--- config.mk ---
export PLATFORM = sky130hd
export DESIGN_NAME = hsx_unit
export DESIGN_NICKNAME = d
export VERILOG_FILES = /design/src/rtl/hsx_pkg.sv /design/src/rtl/hsx_decode.sv /design/src/rtl/hsx_store_lane.sv /design/src/rtl/hsx_load_lane.sv /design/src/rtl/hsx_unit.sv
export SDC_FILE = /design/constraint.sdc
export NUM_CORES = 1
export LEC_CHECK = 0
export BUFFER_PORTS_ARGS = -buffer_cell sky130_fd_sc_hd__buf_2
export CORE_MARGIN = 8
export CORE_UTILIZATION = 45
export DETAILED_ROUTE_END_ITERATION = 8
export GPL_TIMING_DRIVEN = 0
export PLACE_DENSITY = 0.76
export SETUP_SLACK_MARGIN = 0.4
export SLEW_MARGIN = 30
export SYNTH_ARGS = -nofsm -noshare
export SYNTH_HDL_FRONTEND = slang
export SYNTH_SLANG_ARGS = --single-unit
--- constraint.sdc ---
create_clock -name clk -period 5.6 [get_ports clk]
set_input_delay 1.12 -clock clk [delete_from_list [all_inputs] [get_ports clk]]
set_output_delay 1.12 -clock clk [all_outputs]
set_load 0.05 [all_outputs]
--- src/rtl/hsx_pkg.sv ---
package hsx_pkg;
    localparam int XLEN   = 32;
    localparam int NBYTE  = XLEN / 8;
    localparam int NHALF  = XLEN / 16;
    localparam int RIDX_W = 4;
    localparam int BOFS_W = $clog2(NBYTE);

    typedef enum logic [1:0] {ST_IDLE = 2'd0, ST_REQ = 2'd1, ST_FIN = 2'd2} st_e;
    typedef enum logic [1:0] {K_SWP = 2'd0, K_UH = 2'd1, K_SB = 2'd2, K_SH = 2'd3} kind_e;

    typedef struct packed {
        logic              skip;
        logic              nc;
        logic              ill;
        logic              mis;
        logic              ld;
        logic              wb;
        kind_e             kind;
        logic [RIDX_W-1:0] rd;
        logic [RIDX_W-1:0] rn;
        logic [XLEN-1:0]   addr;
        logic [XLEN-1:0]   nbase;
    } dec_t;

    typedef struct packed {
        st_e               st;
        logic              xfer;
        logic              ld;
        logic              wb;
        logic              nc;
        logic              ill;
        logic              mis;
        kind_e             kind;
        logic [RIDX_W-1:0] rd;
        logic [RIDX_W-1:0] rn;
        logic [NBYTE-1:0]  be;
        logic [XLEN-1:0]   addr;
        logic [XLEN-1:0]   nbase;
        logic [XLEN-1:0]   wdata;
        logic [XLEN-1:0]   rdat;
    } regs_t;
endpackage

--- src/rtl/hsx_decode.sv ---
module hsx_decode
    import hsx_pkg::*;
(
    input  logic [XLEN-1:0] instr,
    input  logic            cond_pass,
    input  logic [XLEN-1:0] base_val,
    input  logic [XLEN-1:0] ofs_val,
    output dec_t            dec
);
    logic            pre, up, imm, wbit, ld, sgn;
    logic [XLEN-1:0] offset;
    logic [XLEN-1:0] moved;

    always_comb begin
        pre    = instr[24];
        up     = instr[23];
        imm    = instr[22];
        wbit   = instr[21];
        ld     = instr[20];
        sgn    = instr[6];
        offset = imm ? {{(XLEN-8){1'b0}}, instr[11:8], instr[3:0]} : ofs_val;
        moved  = up ? (base_val + offset) : (base_val - offset);

        dec       = '0;
        dec.skip  = !cond_pass;
        dec.nc    = (instr[27:25] != 3'b000) || !instr[7] || !instr[4] ||
                    (instr[6:5] == 2'b00);
        dec.ill   = (!ld && sgn) || (!pre && wbit) ||
                    (!imm && (instr[11:8] != 4'h0));
        dec.kind  = kind_e'(instr[6:5]);
        dec.ld    = ld;
        dec.wb    = !pre || wbit;
        dec.rd    = instr[15:12];
        dec.rn    = instr[19:16];
        dec.addr  = pre ? moved : base_val;
        dec.nbase = moved;
        dec.mis   = (dec.kind != K_SB) && dec.addr[0];
    end
endmodule

--- src/rtl/hsx_store_lane.sv ---
module hsx_store_lane
    import hsx_pkg::*;
(
    input  kind_e             kind,
    input  logic [BOFS_W-1:0] alo,
    input  logic [XLEN-1:0]   src,
    output logic [NBYTE-1:0]  be,
    output logic [XLEN-1:0]   wdata
);
    always_comb begin
        wdata = {NHALF{src[15:0]}};
        be    = '0;
        if (kind == K_SB) begin
            be[alo] = 1'b1;
        end else begin
            be[{alo[BOFS_W-1:1], 1'b0}]     = 1'b1;
            be[{alo[BOFS_W-1:1], 1'b0} + 1] = 1'b1;
        end
    end
endmodule

--- src/rtl/hsx_load_lane.sv ---
module hsx_load_lane
    import hsx_pkg::*;
(
    input  kind_e             kind,
    input  logic [BOFS_W-1:0] alo,
    input  logic [XLEN-1:0]   rdata,
    output logic [XLEN-1:0]   ext
);
    logic [7:0]  bytes [NBYTE];
    logic [15:0] halves [NHALF];

    for (genvar i = 0; i < NBYTE; i++) begin : g_byte
        assign bytes[i] = rdata[8*i +: 8];
    end
    for (genvar j = 0; j < NHALF; j++) begin : g_half
        assign halves[j] = rdata[16*j +: 16];
    end

    logic [7:0]  bsel;
    logic [15:0] hsel;

    always_comb begin
        bsel = bytes[alo];
        hsel = halves[alo[BOFS_W-1:1]];
        unique case (kind)
            K_SB:    ext = {{(XLEN-8){bsel[7]}}, bsel};
            K_SH:    ext = {{(XLEN-16){hsel[15]}}, hsel};
            default: ext = {{(XLEN-16){1'b0}}, hsel};
        endcase
    end
endmodule

--- src/rtl/hsx_unit.sv ---
module hsx_unit
    import hsx_pkg::*;
(
    input  logic        clk,
    input  logic        rst,
    input  logic        start,
    input  logic [31:0] instr,
    input  logic        cond_pass,
    input  logic [31:0] base_val,
    input  logic [31:0] ofs_val,
    input  logic [31:0] src_val,
    output logic        mem_req,
    output logic        mem_we,
    output logic [31:0] mem_addr,
    output logic [3:0]  mem_be,
    output logic [31:0] mem_wdata,
    input  logic [31:0] mem_rdata,
    input  logic        mem_ready,
    output logic        rd_we,
    output logic [3:0]  rd_idx,
    output logic [31:0] rd_data,
    output logic        rn_we,
    output logic [3:0]  rn_idx,
    output logic [31:0] rn_data,
    output logic        not_class,
    output logic        illegal,
    output logic        misaligned,
    output logic        done,
    output logic        busy
);
    dec_t            dec;
    regs_t           r_d, r_q;
    logic [NBYTE-1:0] st_be;
    logic [XLEN-1:0]  st_wdata;
    logic [XLEN-1:0]  ld_ext;

    hsx_decode u_dec (
        .instr     (instr),
        .cond_pass (cond_pass),
        .base_val  (base_val),
        .ofs_val   (ofs_val),
        .dec       (dec)
    );

    hsx_store_lane u_st (
        .kind  (dec.kind),
        .alo   (dec.addr[BOFS_W-1:0]),
        .src   (src_val),
        .be    (st_be),
        .wdata (st_wdata)
    );

    hsx_load_lane u_ld (
        .kind  (r_q.kind),
        .alo   (r_q.addr[BOFS_W-1:0]),
        .rdata (mem_rdata),
        .ext   (ld_ext)
    );

    always_comb begin
        r_d = r_q;
        unique case (r_q.st)
            ST_IDLE: begin
                if (start) begin
                    r_d.kind  = dec.kind;
                    r_d.rd    = dec.rd;
                    r_d.rn    = dec.rn;
                    r_d.addr  = dec.addr;
                    r_d.nbase = dec.nbase;
                    r_d.be    = st_be;
                    r_d.wdata = st_wdata;
                    r_d.ld    = dec.ld;
                    r_d.wb    = dec.wb;
                    r_d.nc    = 1'b0;
                    r_d.ill   = 1'b0;
                    r_d.mis   = 1'b0;
                    r_d.xfer  = 1'b0;
                    r_d.st    = ST_FIN;
                    if (dec.skip) begin
                        r_d.xfer = 1'b0;
                    end else if (dec.nc) begin
                        r_d.nc = 1'b1;
                    end else if (dec.ill) begin
                        r_d.ill = 1'b1;
                    end else if (dec.mis) begin
                        r_d.mis = 1'b1;
                    end else begin
                        r_d.xfer = 1'b1;
                        r_d.st   = ST_REQ;
                    end
                end
            end
            ST_REQ: begin
                if (mem_ready) begin
                    r_d.rdat = ld_ext;
                    r_d.st   = ST_FIN;
                end
            end
            default: begin
                r_d.st   = ST_IDLE;
                r_d.xfer = 1'b0;
                r_d.nc   = 1'b0;
                r_d.ill  = 1'b0;
                r_d.mis  = 1'b0;
            end
        endcase
    end

    always_ff @(posedge clk) begin
        if (rst) r_q <= '0;
        else     r_q <= r_d;
    end

    always_comb begin
        busy       = (r_q.st != ST_IDLE);
        mem_req    = (r_q.st == ST_REQ);
        mem_we     = mem_req && !r_q.ld;
        mem_be     = mem_req ? r_q.be : '0;
        mem_addr   = r_q.addr;
        mem_wdata  = r_q.wdata;
        done       = (r_q.st == ST_FIN);
        not_class  = done && r_q.nc;
        illegal    = done && r_q.ill;
        misaligned = done && r_q.mis;
        rd_we      = done && r_q.xfer && r_q.ld;
        rd_idx     = r_q.rd;
        rd_data    = r_q.rdat;
        rn_we      = done && r_q.xfer && r_q.wb && !(r_q.ld && (r_q.rd == r_q.rn));
        rn_idx     = r_q.rn;
        rn_data    = r_q.nbase;
    end

    // a request only begins after an accepted start
    p_req_from_start_r12: assert property (@(posedge clk) disable iff (rst)
        $rose(mem_req) |-> $past(start));
    // a waiting request keeps its fields
    p_req_hold_r12: assert property (@(posedge clk) disable iff (rst)
        (mem_req && !mem_ready) |=> (mem_req && $stable(mem_addr) && $stable(mem_be)
                                     && $stable(mem_we) && $stable(mem_wdata)));
    // a store enables one aligned halfword
    p_store_lanes_r6: assert property (@(posedge clk) disable iff (rst)
        mem_we |-> (mem_be == 4'b0011 || mem_be == 4'b1100));
    // done lasts exactly one cycle
    p_done_pulse_r12: assert property (@(posedge clk) disable iff (rst)
        done |=> !done);
    // a flagged instruction writes no register
    p_flag_nowrite_r7: assert property (@(posedge clk) disable iff (rst)
        (illegal || misaligned || not_class) |-> (!rd_we && !rn_we));
    // never both writes to the same register
    p_rd_wins_r13: assert property (@(posedge clk) disable iff (rst)
        (rd_we && rn_we) |-> (rd_idx != rn_idx));
    // a signed byte result is a true sign extension
    p_sext_byte_r9: assert property (@(posedge clk) disable iff (rst)
        (rd_we && r_q.kind == K_SB) |-> (rd_data[31:8] == {24{rd_data[7]}}));
endmodule

==> results of run 1 <==
==> through the flow <==
stage,total power (W),hold slack (ns),setup TNS (ns)
global placement,0.00211,0.442,-10.58
finish,0.00325,0.453,0
detailed placement,0.00213,0.447,-12.06
floorplan,0.00182,0.427,0
CTS,0.00323,0.454,0
global route,0.00340,0.471,0
==> path summary, 6_finish.rpt <==
check | endpoint | cells past startpoint
worst min register to register | rd_data[0] | 2
worst min-delay path | rd_data[0] | 2
worst max register to register | r_q[145] | 6
worst max-delay path | mem_addr[30] | 23
==> synthesized netlist by cell type (4+ instances only) <==
master    count  share of area (%)
a211o_1       5               0.49
a211oi_1     40                3.4
a21o_1       14                1.2
a21oi_1     135                7.6
a22oi_1       5               0.42
a311oi_1      6               0.59
a31oi_1      14               0.98
and2_1       10               0.70
and3_1        7               0.49
buf_1         9               0.38
buf_4       136                 11
clkbuf_1     52                2.2
dfxtp_1     119                 27
ha_1         39                5.5
inv_1        17               0.72
mux2_2        9                1.1
mux2i_1      22                2.5
mux4_2        7                1.8
nand2_1     188                7.9
nand2b_1     13               0.91
nand3_1      14               0.79
nand4_1       6               0.42
nor2_1      113                4.8
nor2b_1      12               0.84
nor3_1       23                1.3
nor4_1        6               0.42
o211ai_1      5               0.42
o21a_1        4               0.34
o21ai_0      23                1.3
o22ai_1       6               0.42
o31ai_1       5               0.42
or2_2         5               0.35
or3_1         6               0.42
xnor2_1      30                3.0
xor2_1       12                1.2
==> final cells by class <==
cell class | count | area [um2]
antenna | 1 | 2.50
buffer | 200 | 1290
clock buffer | 19 | 453
clock inverter | 13 | 148
fill | 1858 | 7870
inverter | 17 | 63.8
multi-input combinational | 843 | 5350
sequential | 119 | 2380
tap | 265 | 332
timing repair buffer | 298 | 1510
==> repair_timing <==
item,CTS,global route
setup buffers,1,6
resized for setup,17,27
pin swaps,2,12
setup endpoints to repair,36,17
==> registers in the layout (all words and copies together) (netlist names) <==
name,cells
mem_addr,32
mem_wdata,16
r_q,14
rn_data,32
rd_idx,4
rd_data,17
rn_idx,4
==> kinds of logic after synthesis <==
group                      count (synthesis)  synth area share [%]
adders and majority gates                 40                  5.71
and+or+nand+nor                          422                  21.5
muxes                                     40                  5.64
DFF                                      119                  26.8
buffers and inverters                    217                  14.9
AOI/OAI and AO/OA                        299                  21.3
xor gates and xnor gates                  42                  4.14
==> power groups by stage <==
| stage | Combinational (W) | Sequential, W | Clock (W) |
|---|---|---|---|
| 3_5_place_dp | 0.00115 | 0.000973 | 0 |
| 6_report | 0.00120 | 0.000956 | 0.00110 |
| 2_1_floorplan | 0.000856 | 0.000960 | 0 |
| 4_1_cts | 0.00117 | 0.000955 | 0.00110 |
| 3_3_place_gp | 0.00114 | 0.000971 | 0 |
| 5_1_grt | 0.00129 | 0.000963 | 0.00115 |
==> worst max-delay path, delay by kind of cell <==
kind                       cells  cell delay (ns)
AOI/OAI and AO/OA              8             1.53
muxes                          3             0.85
adders and majority gates      2             0.53
and+or+nand+nor                5             0.54
buffers and inverters          5             0.75
==> per-layer routing <==
layer / part of all wire (%) / wire length, um / track usage [%] / vias up
met3: 7.4 / 2360 / 4.58 / 56
li1: - / - / - / 4649
met1: 40 / 12800 / 28.6 / 4328
met4: 3.0 / 958 / 10.2 / 0
met2: 49 / 15800 / 44.6 / 375
met5: 0 / 0 / 0 / -
==> flow_summary.toml, run 1 <==
[floorplanning]
dieArea_um2 = 24500
die_h_um = 157
die_width_um = 157
core_um2 = 19400
rows = 51
start_util_pct = 45.8
ios = 314

[grt]
grt_pass1_wl_um = 48300
track_usage_pct = 24.9
grt_max_degree = 18
antenna_found_initial = 1
grt-ovfl-total = 0
grt_pass1_vias = 9200

[synthesis]
seq_area_frac_synth_pct = 26.8
syn_area_um2 = 8890
avgSynthCellArea_um2 = 7.54
postSynthCellCount = 1179
yosys_warnings = 0
synth_flop_cell = "dfxtp_1"
synthArstFlopShare_pct = 0
synthDistinctLibCells = 75
ys_ff_latch = 119
synth_nets = 1384
synth_enable_flop_cells = 0

[route]
drtPass1Iterations = 5
post_drt_wl_per_cell_um = 18.0
dr.first_iter.drc_count = 563
antenna_left = 0
totalWireLength_um = 32000
vias_per_cell = 5.30
vias = 9408
drc = 0

[sta]
finalMaxSlewViolations = 0
fmax_ghz = 0.199
hold_violations = 0
period_share_pct = 89.7
rsz0062_at_grt = "false"
fin_ws_ns = 0.579
tightest_slew_ns = 0.692
skew_ns = 0.00814
setup_viol = 0
layout_min_cycle_time_ns = 5.02
slew_headroom_pct = 53.9

[final_layout]
final_area_um2 = 11500
syn_to_final_growth_pct = 29.7
fin_cells = 1775
fin_util_pct = 59.4
final_cell_mix = "buf_2, nand2_1, buf_4"
finalNetCount = 1701
layout-drive-gt1-share_pct = 35.0
final_common_cell = "buf_2"

[worst_setup_path]
r2r_slack_ns = 3.24
end_kind = "flip-flop"
startpoint_type = "input pin"
arrival_ns = 5.36
critPathKind = "in2reg"
critPathMaxStageDelay_ns = 0.35
r2r-start = "r_q[148]"
cp.required_ns = 5.93
cpMaxStageDelayCell = "ha_1"
crit_chain = "buf_2, buf_4, buf_8, buf_8, mux2i_4, ha_4, o221ai_2, nor3_2, buf_4, a21boi_4, nand2_1, o31ai_2, mux2i_1, nor2_1, ha_1, nand2_1, o21ai_1, a21o_1, a21oi_2, nor2_1, a221o_1, mux2_1, a211oi_1"
crit_fanout = 10
critPathLaunch = "instr[22]"

[place]
placed_cells = 1735
placed_cell_area_um2 = 10700
routabilityCongestion = 0.905
dp_slack_ns = -0.828
port_buffers = 291
post-dp-hpwl_um = 26000

[job]
drv_cap = 0

[power]
ir_drop_mv = 0.219
comb_power_share_pct = 36.9
power_frac_clock_pct = 33.7
seq_power_share_pct = 29.4
swShare_pct = 37.7
p_leak_nw = 5.52
p_per_area_nw_per_um2 = 282
p_int_w = 0.00203
power.net_switching_w = 0.00123

[clock_tree]
htreeDepth = 4
cts_buffers = 17
path_clk_slew_ns = 0.06
clkLatencyLatePin_ns = 0.42
cts_tree = "done"
cts_max_path_buffers = 2
clock-sinks = 119
cts_hold_buffers = 0
root_buffer = "clkbuf_16"

[hold_path]
hold_path_startpoint = "rd_data[0]"
hp-class = "reg2reg"

[run_status]
status = "finished, final reports clean"
No activity file was read; power rests on OpenSTA's default activity.
==> inputs of run 2 (changes only) <==
Settings changed: CORE_MARGIN 8 to unset.
==> flow_summary.toml, run 2 (same netlist as run 1, synthesis figures left out) <==
[worst_setup_path]
r2r_slack_ns = 3.24
startpoint_type = "input pin"
cp.required_ns = 5.88
worstReg2RegEnd = "r_q[145]"
crit_fanout = 10
arrival_ns = 5.33
critPathKind = "in2reg"
r2r-start = "r_q[148]"
reg2regPathDepth = 6
end_kind = "flip-flop"

[sta]
fmax_ghz = 0.198
tightest_slew_ns = 0.690
rsz0062_at_grt = "false"
skew_ns = 0.00834
setup_tns_ns = 0
hold_violations = 0
hold_slack_ns = 0.453
setup_viol = 0
slew_headroom_pct = 53.6
layout_min_cycle_time_ns = 5.05
finalMaxSlewViolations = 0
period_share_pct = 90.2

[floorplanning]
start_util_pct = 45.8
die_width_um = 143
rows = 51
die_h_um = 143
core_um2 = 19400
ios = 314
dieArea_um2 = 20300

[job]
drv_cap = 0

[hold_path]
worstHoldEndpoint = "rd_data[7]"
min_path_cells = 2
hp-class = "reg2reg"
hold_path_startpoint = "rd_data[7]"

[place]
routabilityCongestion = 0.900
post-dp-hpwl_um = 23800
placed_cell_area_um2 = 10700
port_buffers = 291

[final_layout]
final_common_cell = "buf_2"
fin_util_pct = 59.6
final_area_um2 = 11600
finalNetCount = 1701
final_cell_mix = "buf_2, nand2_1, buf_4"
syn_to_final_growth_pct = 30.0
layout-drive-gt1-share_pct = 34.9

[route]
drtPass1Iterations = 5
post_drt_wl_per_cell_um = 16.6
dr.first_iter.drc_count = 474
wl_met3_um = 1830
antenna_left = 0
totalWireLength_um = 29400
vias = 9529
vias_per_cell = 5.36
met2_length_um = 14600
drc = 0
wl_met1_um = 11900
maxUsedRoutingLayer = "met4"

[run_status]
status = "finished, final reports clean"

[clock_tree]
path_clk_slew_ns = 0.06
clkLatencyLatePin_ns = 0.41
cts_tree = "done"
cts_buffers = 17
htreeDepth = 4
root_buffer = "clkbuf_16"
cts_hold_buffers = 0
cts_max_path_buffers = 2
clock-sinks = 119

[grt]
grt_pass1_vias = 8453
grt_pass1_wl_um = 43900
grt-ovfl-total = 0
antenna_found_initial = 3
grt_max_degree = 18
track_usage_pct = 28.0

[power]
p_per_area_nw_per_um2 = 288
p_leak_nw = 5.54
ir_drop_mv = 0.225
## run 2: changes by cell type in the layout (fill, tap and decap cells not counted), sizes merged
cell,before,now
clkinvlp,1,2
diode,1,3
inv,19,21
clkinv,8,3
bufinv,2,4
## run 2: power breakdown
group          internal, W  switching [W]
clock             0.000774       0.000406
combinational     0.000427       0.000763
sequential        0.000914      0.0000420
## run 2: area by class of cell
| class | instances | area [um2] |
|---|---|---|
| clock buffers | 19 | 453 |
| inverters | 17 | 63.8 |
| diodes | 3 | 7.51 |
| clock inverters | 13 | 193 |
| repair buffers | 298 | 1510 |
| multi-input cells | 843 | 5320 |
| flip-flops and latches | 119 | 2380 |
| fillers | 1888 | 7840 |
| well taps | 265 | 332 |
| plain buffers | 200 | 1300 |
## run 2: critical path, stage by stage
cell,delay (ns)
buf_2,0.11
buf_6,0.14
buf_8,0.15
buf_12,0.15
mux2i_4,0.25
ha_2,0.23
o221ai_2,0.14
o311ai_0,0.35
o41ai_1,0.13
a221oi_1,0.33
ha_1,0.35
a21oi_1,0.14
o21ai_1,0.11
a221o_1,0.43
nor3_4,0.28
o31ai_4,0.14
a21oi_2,0.25
xor2_1,0.10
a2111oi_0,0.42
## run 2: how the worst max path moves through the flow
stage	start	endpoint	slack, ns	cells after the start
after floorplan	instr[22]	mem_addr[30]	0.43	21
after global placement	instr[22]	mem_addr[27]	-0.75	20
after detailed placement	instr[22]	mem_addr[27]	-0.80	20
after CTS	instr[22]	mem_addr[30]	0.45	23
after global routing	instr[22]	mem_addr[30]	0.38	23
final	instr[22]	mem_addr[27]	0.55	19
## run 2: layer usage
metal | GRT usage (%) | up-vias
li1 | - | 4650
met1 | 32.5 | 4410
met2 | 50.0 | 403
met3 | 4.14 | 66
met4 | 14.2 | 0
met5 | 0 | -
## run 2: repair_timing
item	in CTS	in global routing
gates resized for setup	17	23
endpoints found under the setup margin	33	18
setup buffers	3	4
pin swaps	3	6
## run 2: stage by stage
stage / setup slack [ns] / total power (W) / std cells
after floorplan: 0.431 / 0.00182 / 1179
after global placement: -0.749 / 0.00211 / 1735
after detailed placement: -0.804 / 0.00212 / 1735
after CTS: 0.452 / 0.00330 / 1770
after global routing: 0.384 / 0.00347 / 1777
final: 0.546 / 0.00333 / 1777
==> inputs of run 3 (changes only) <==
Settings changed: ABC_AREA set to 1.
Clock period 5.6 ns to 4.08 ns, I/O delays scaled along.
==> flow_summary.toml, run 3 <==
[floorplanning]
core_um2 = 19800
die_h_um = 145
start_util_pct = 46.5
dieArea_um2 = 21000
ios = 314
rows = 51
die_width_um = 145

[sta]
fmax_ghz = 0.271
hold_slack_ns = 0.463
slew_headroom_pct = 47.0
hold_violations = 0
layout_min_cycle_time_ns = 3.69
setup_viol = 0
tightest_slew_ns = 0.795
skew_ns = 0.00833
period_share_pct = 90.4
finalMaxSlewViolations = 0
rsz0062_at_grt = "true"

[route]
vias_per_cell = 5.02
antenna_left = 0
dr.first_iter.drc_count = 756
post_drt_wl_per_cell_um = 15.5
drc = 0
vias = 10300
totalWireLength_um = 31900
drtPass1Iterations = 5

[worst_setup_path]
end_kind = "flip-flop"
critPathKind = "in2reg"
arrival_ns = 4.05
crit_fanout = 7
r2r_slack_ns = 1.65
startpoint_type = "input pin"
cp.required_ns = 4.44

[grt]
antenna_found_initial = 2
grt_pass1_vias = 9759
top_usage_layer = "met2"
grt_util_met2_pct = 52.4
grt_use_met3_pct = 3.93
globalRouteMet1Util_pct = 35.6
track_usage_pct = 29.5
grt_max_degree = 18
grt_pass1_wl_um = 49000
grt-ovfl-total = 0

[clock_tree]
cts_max_path_buffers = 2
htreeDepth = 4
cts_buffers = 17
cts_tree = "done"
path_clk_slew_ns = 0.06
clock-sinks = 119
cts_hold_buffers = 0
clkLatencyLatePin_ns = 0.42
root_buffer = "clkbuf_16"

[synthesis]
ys_ff_latch = 119
netlist_top_cells_area = "dfxtp_1, nand2_1, buf_4"
seq_area_frac_synth_pct = 25.9
yosys_warnings = 0
synthArstFlopShare_pct = 0
synth_common_cells = "nand2_1, nor2_1, inv_1, buf_4, dfxtp_1"
yosysTopAreaCell = "dfxtp_1"
synthDistinctLibCells = 42
synth_most_common_cell = "nand2_1"
syn_area_um2 = 9210
postSynthCellCount = 1428
synth_enable_flop_cells = 0
synth_flop_cell = "dfxtp_1"
avgSynthCellArea_um2 = 6.45
synth_top_area_share_pct = 25.9
synth_nets = 1633

[power]
comb_power_share_pct = 40.4
ir_drop_mv = 0.289
finalPower_w = 0.00463
p_int_w = 0.00279
swShare_pct = 39.8
p_leak_nw = 6.62
seq_power_share_pct = 28.4
power.net_switching_w = 0.00184
p_per_area_nw_per_um2 = 375
power_frac_clock_pct = 31.2

[final_layout]
final_common_cell = "buf_2"
final_area_um2 = 12400
finalNetCount = 1980
fin_util_pct = 62.5
layout-drive-gt1-share_pct = 35.9
final_cell_mix = "buf_2, nand2_1, nor2_1"
syn_to_final_growth_pct = 34.3
fin_cells = 2055

[place]
post-dp-hpwl_um = 26000
placed_cells = 1985
routabilityCongestion = 0.933
port_buffers = 292
placed_cell_area_um2 = 11000

[run_status]
status = "finished, final reports clean"

[hold_path]
hp-class = "reg2reg"

[job]
drv_cap = 0
run 3: final timing paths:
check / endpoint / cells past startpoint / start
worst max-delay path: mem_addr[30] / 25 / instr[22]
worst min-delay path: mem_addr[20] / 2 / mem_addr[20]
worst max register to register: rd_idx[0] / 7 / r_q[148]
worst min register to register: mem_addr[20] / 2 / mem_addr[20]
run 3: power groups by stage:
| stage | Sequential, W | Combinational, W | Clock [W] |
|---|---|---|---|
| final | 0.00131 | 0.00187 | 0.00145 |
| after global routing | 0.00132 | 0.00202 | 0.00151 |
| after CTS | 0.00131 | 0.00173 | 0.00146 |
| after detailed placement | 0.00134 | 0.00166 | 0 |
| after global placement | 0.00134 | 0.00165 | 0 |
| after floorplan | 0.00132 | 0.00124 | 0 |
run 3: cells by family after synthesis:
| group | share of synthesized area (%) |
|---|---|
| multiplexers | 0.761 |
| buffers and inverters | 20.2 |
| AND/OR/NAND/NOR | 27.1 |
| AO/OA/AOI/OAI | 16.3 |
| XOR/XNOR | 4.28 |
| flip-flops | 25.9 |
| adder cells (fa/ha/maj) | 5.52 |
run 3: metal layers:
metal / wire (um) / part of all wire [%]
met5: 0 / 0
met4: 962 / 3.0
met3: 1840 / 5.8
met2: 15600 / 49
met1: 13500 / 42
run 3: per-stage QoR:
step | setup TNS, ns | setup slack, ns
after CTS | 0 | 0.392
after detailed placement | -4.83 | -0.386
after floorplan | 0 | 0.622
after global routing | 0 | 0.246
final | 0 | 0.390
after global placement | -3.46 | -0.308
run 3: what timing repair did:
action	4_1_cts	5_1_grt
setup endpoints to repair	29	41
buffers inserted	13	23
gates resized for setup	38	101
pin swaps	17	67
run 3: cell type report:
cell class,count,area [um2]
diodes,2,5.00
plain buffers,188,1240
flip-flops and latches,119,2380
clock inverters,12,118
well taps,265,332
multi-input cells,956,5450
inverters,165,622
repair buffers,328,1750
clock buffers,20,457
fillers,1906,7420
run 3: critical path, cell delays in order:
cell	delay, ns
buf_12	0.12
buf_8	0.12
buf_6	0.12
nand2_2	0.06
nand2_2	0.06
nor2_2	0.12
nand2_2	0.08
nor2_4	0.14
inv_2	0.06
nor2_1	0.11
nand3_1	0.13
o21ai_2	0.26
nand2_1	0.12
xnor2_1	0.15
ha_1	0.36
inv_2	0.09
nor3_4	0.20
nand2_2	0.10
nor4_2	0.22
nand2_1	0.17
nand2_1	0.09
nand2_1	0.08
nand3_2	0.08
nand2_2	0.07
a21oi_2	0.12
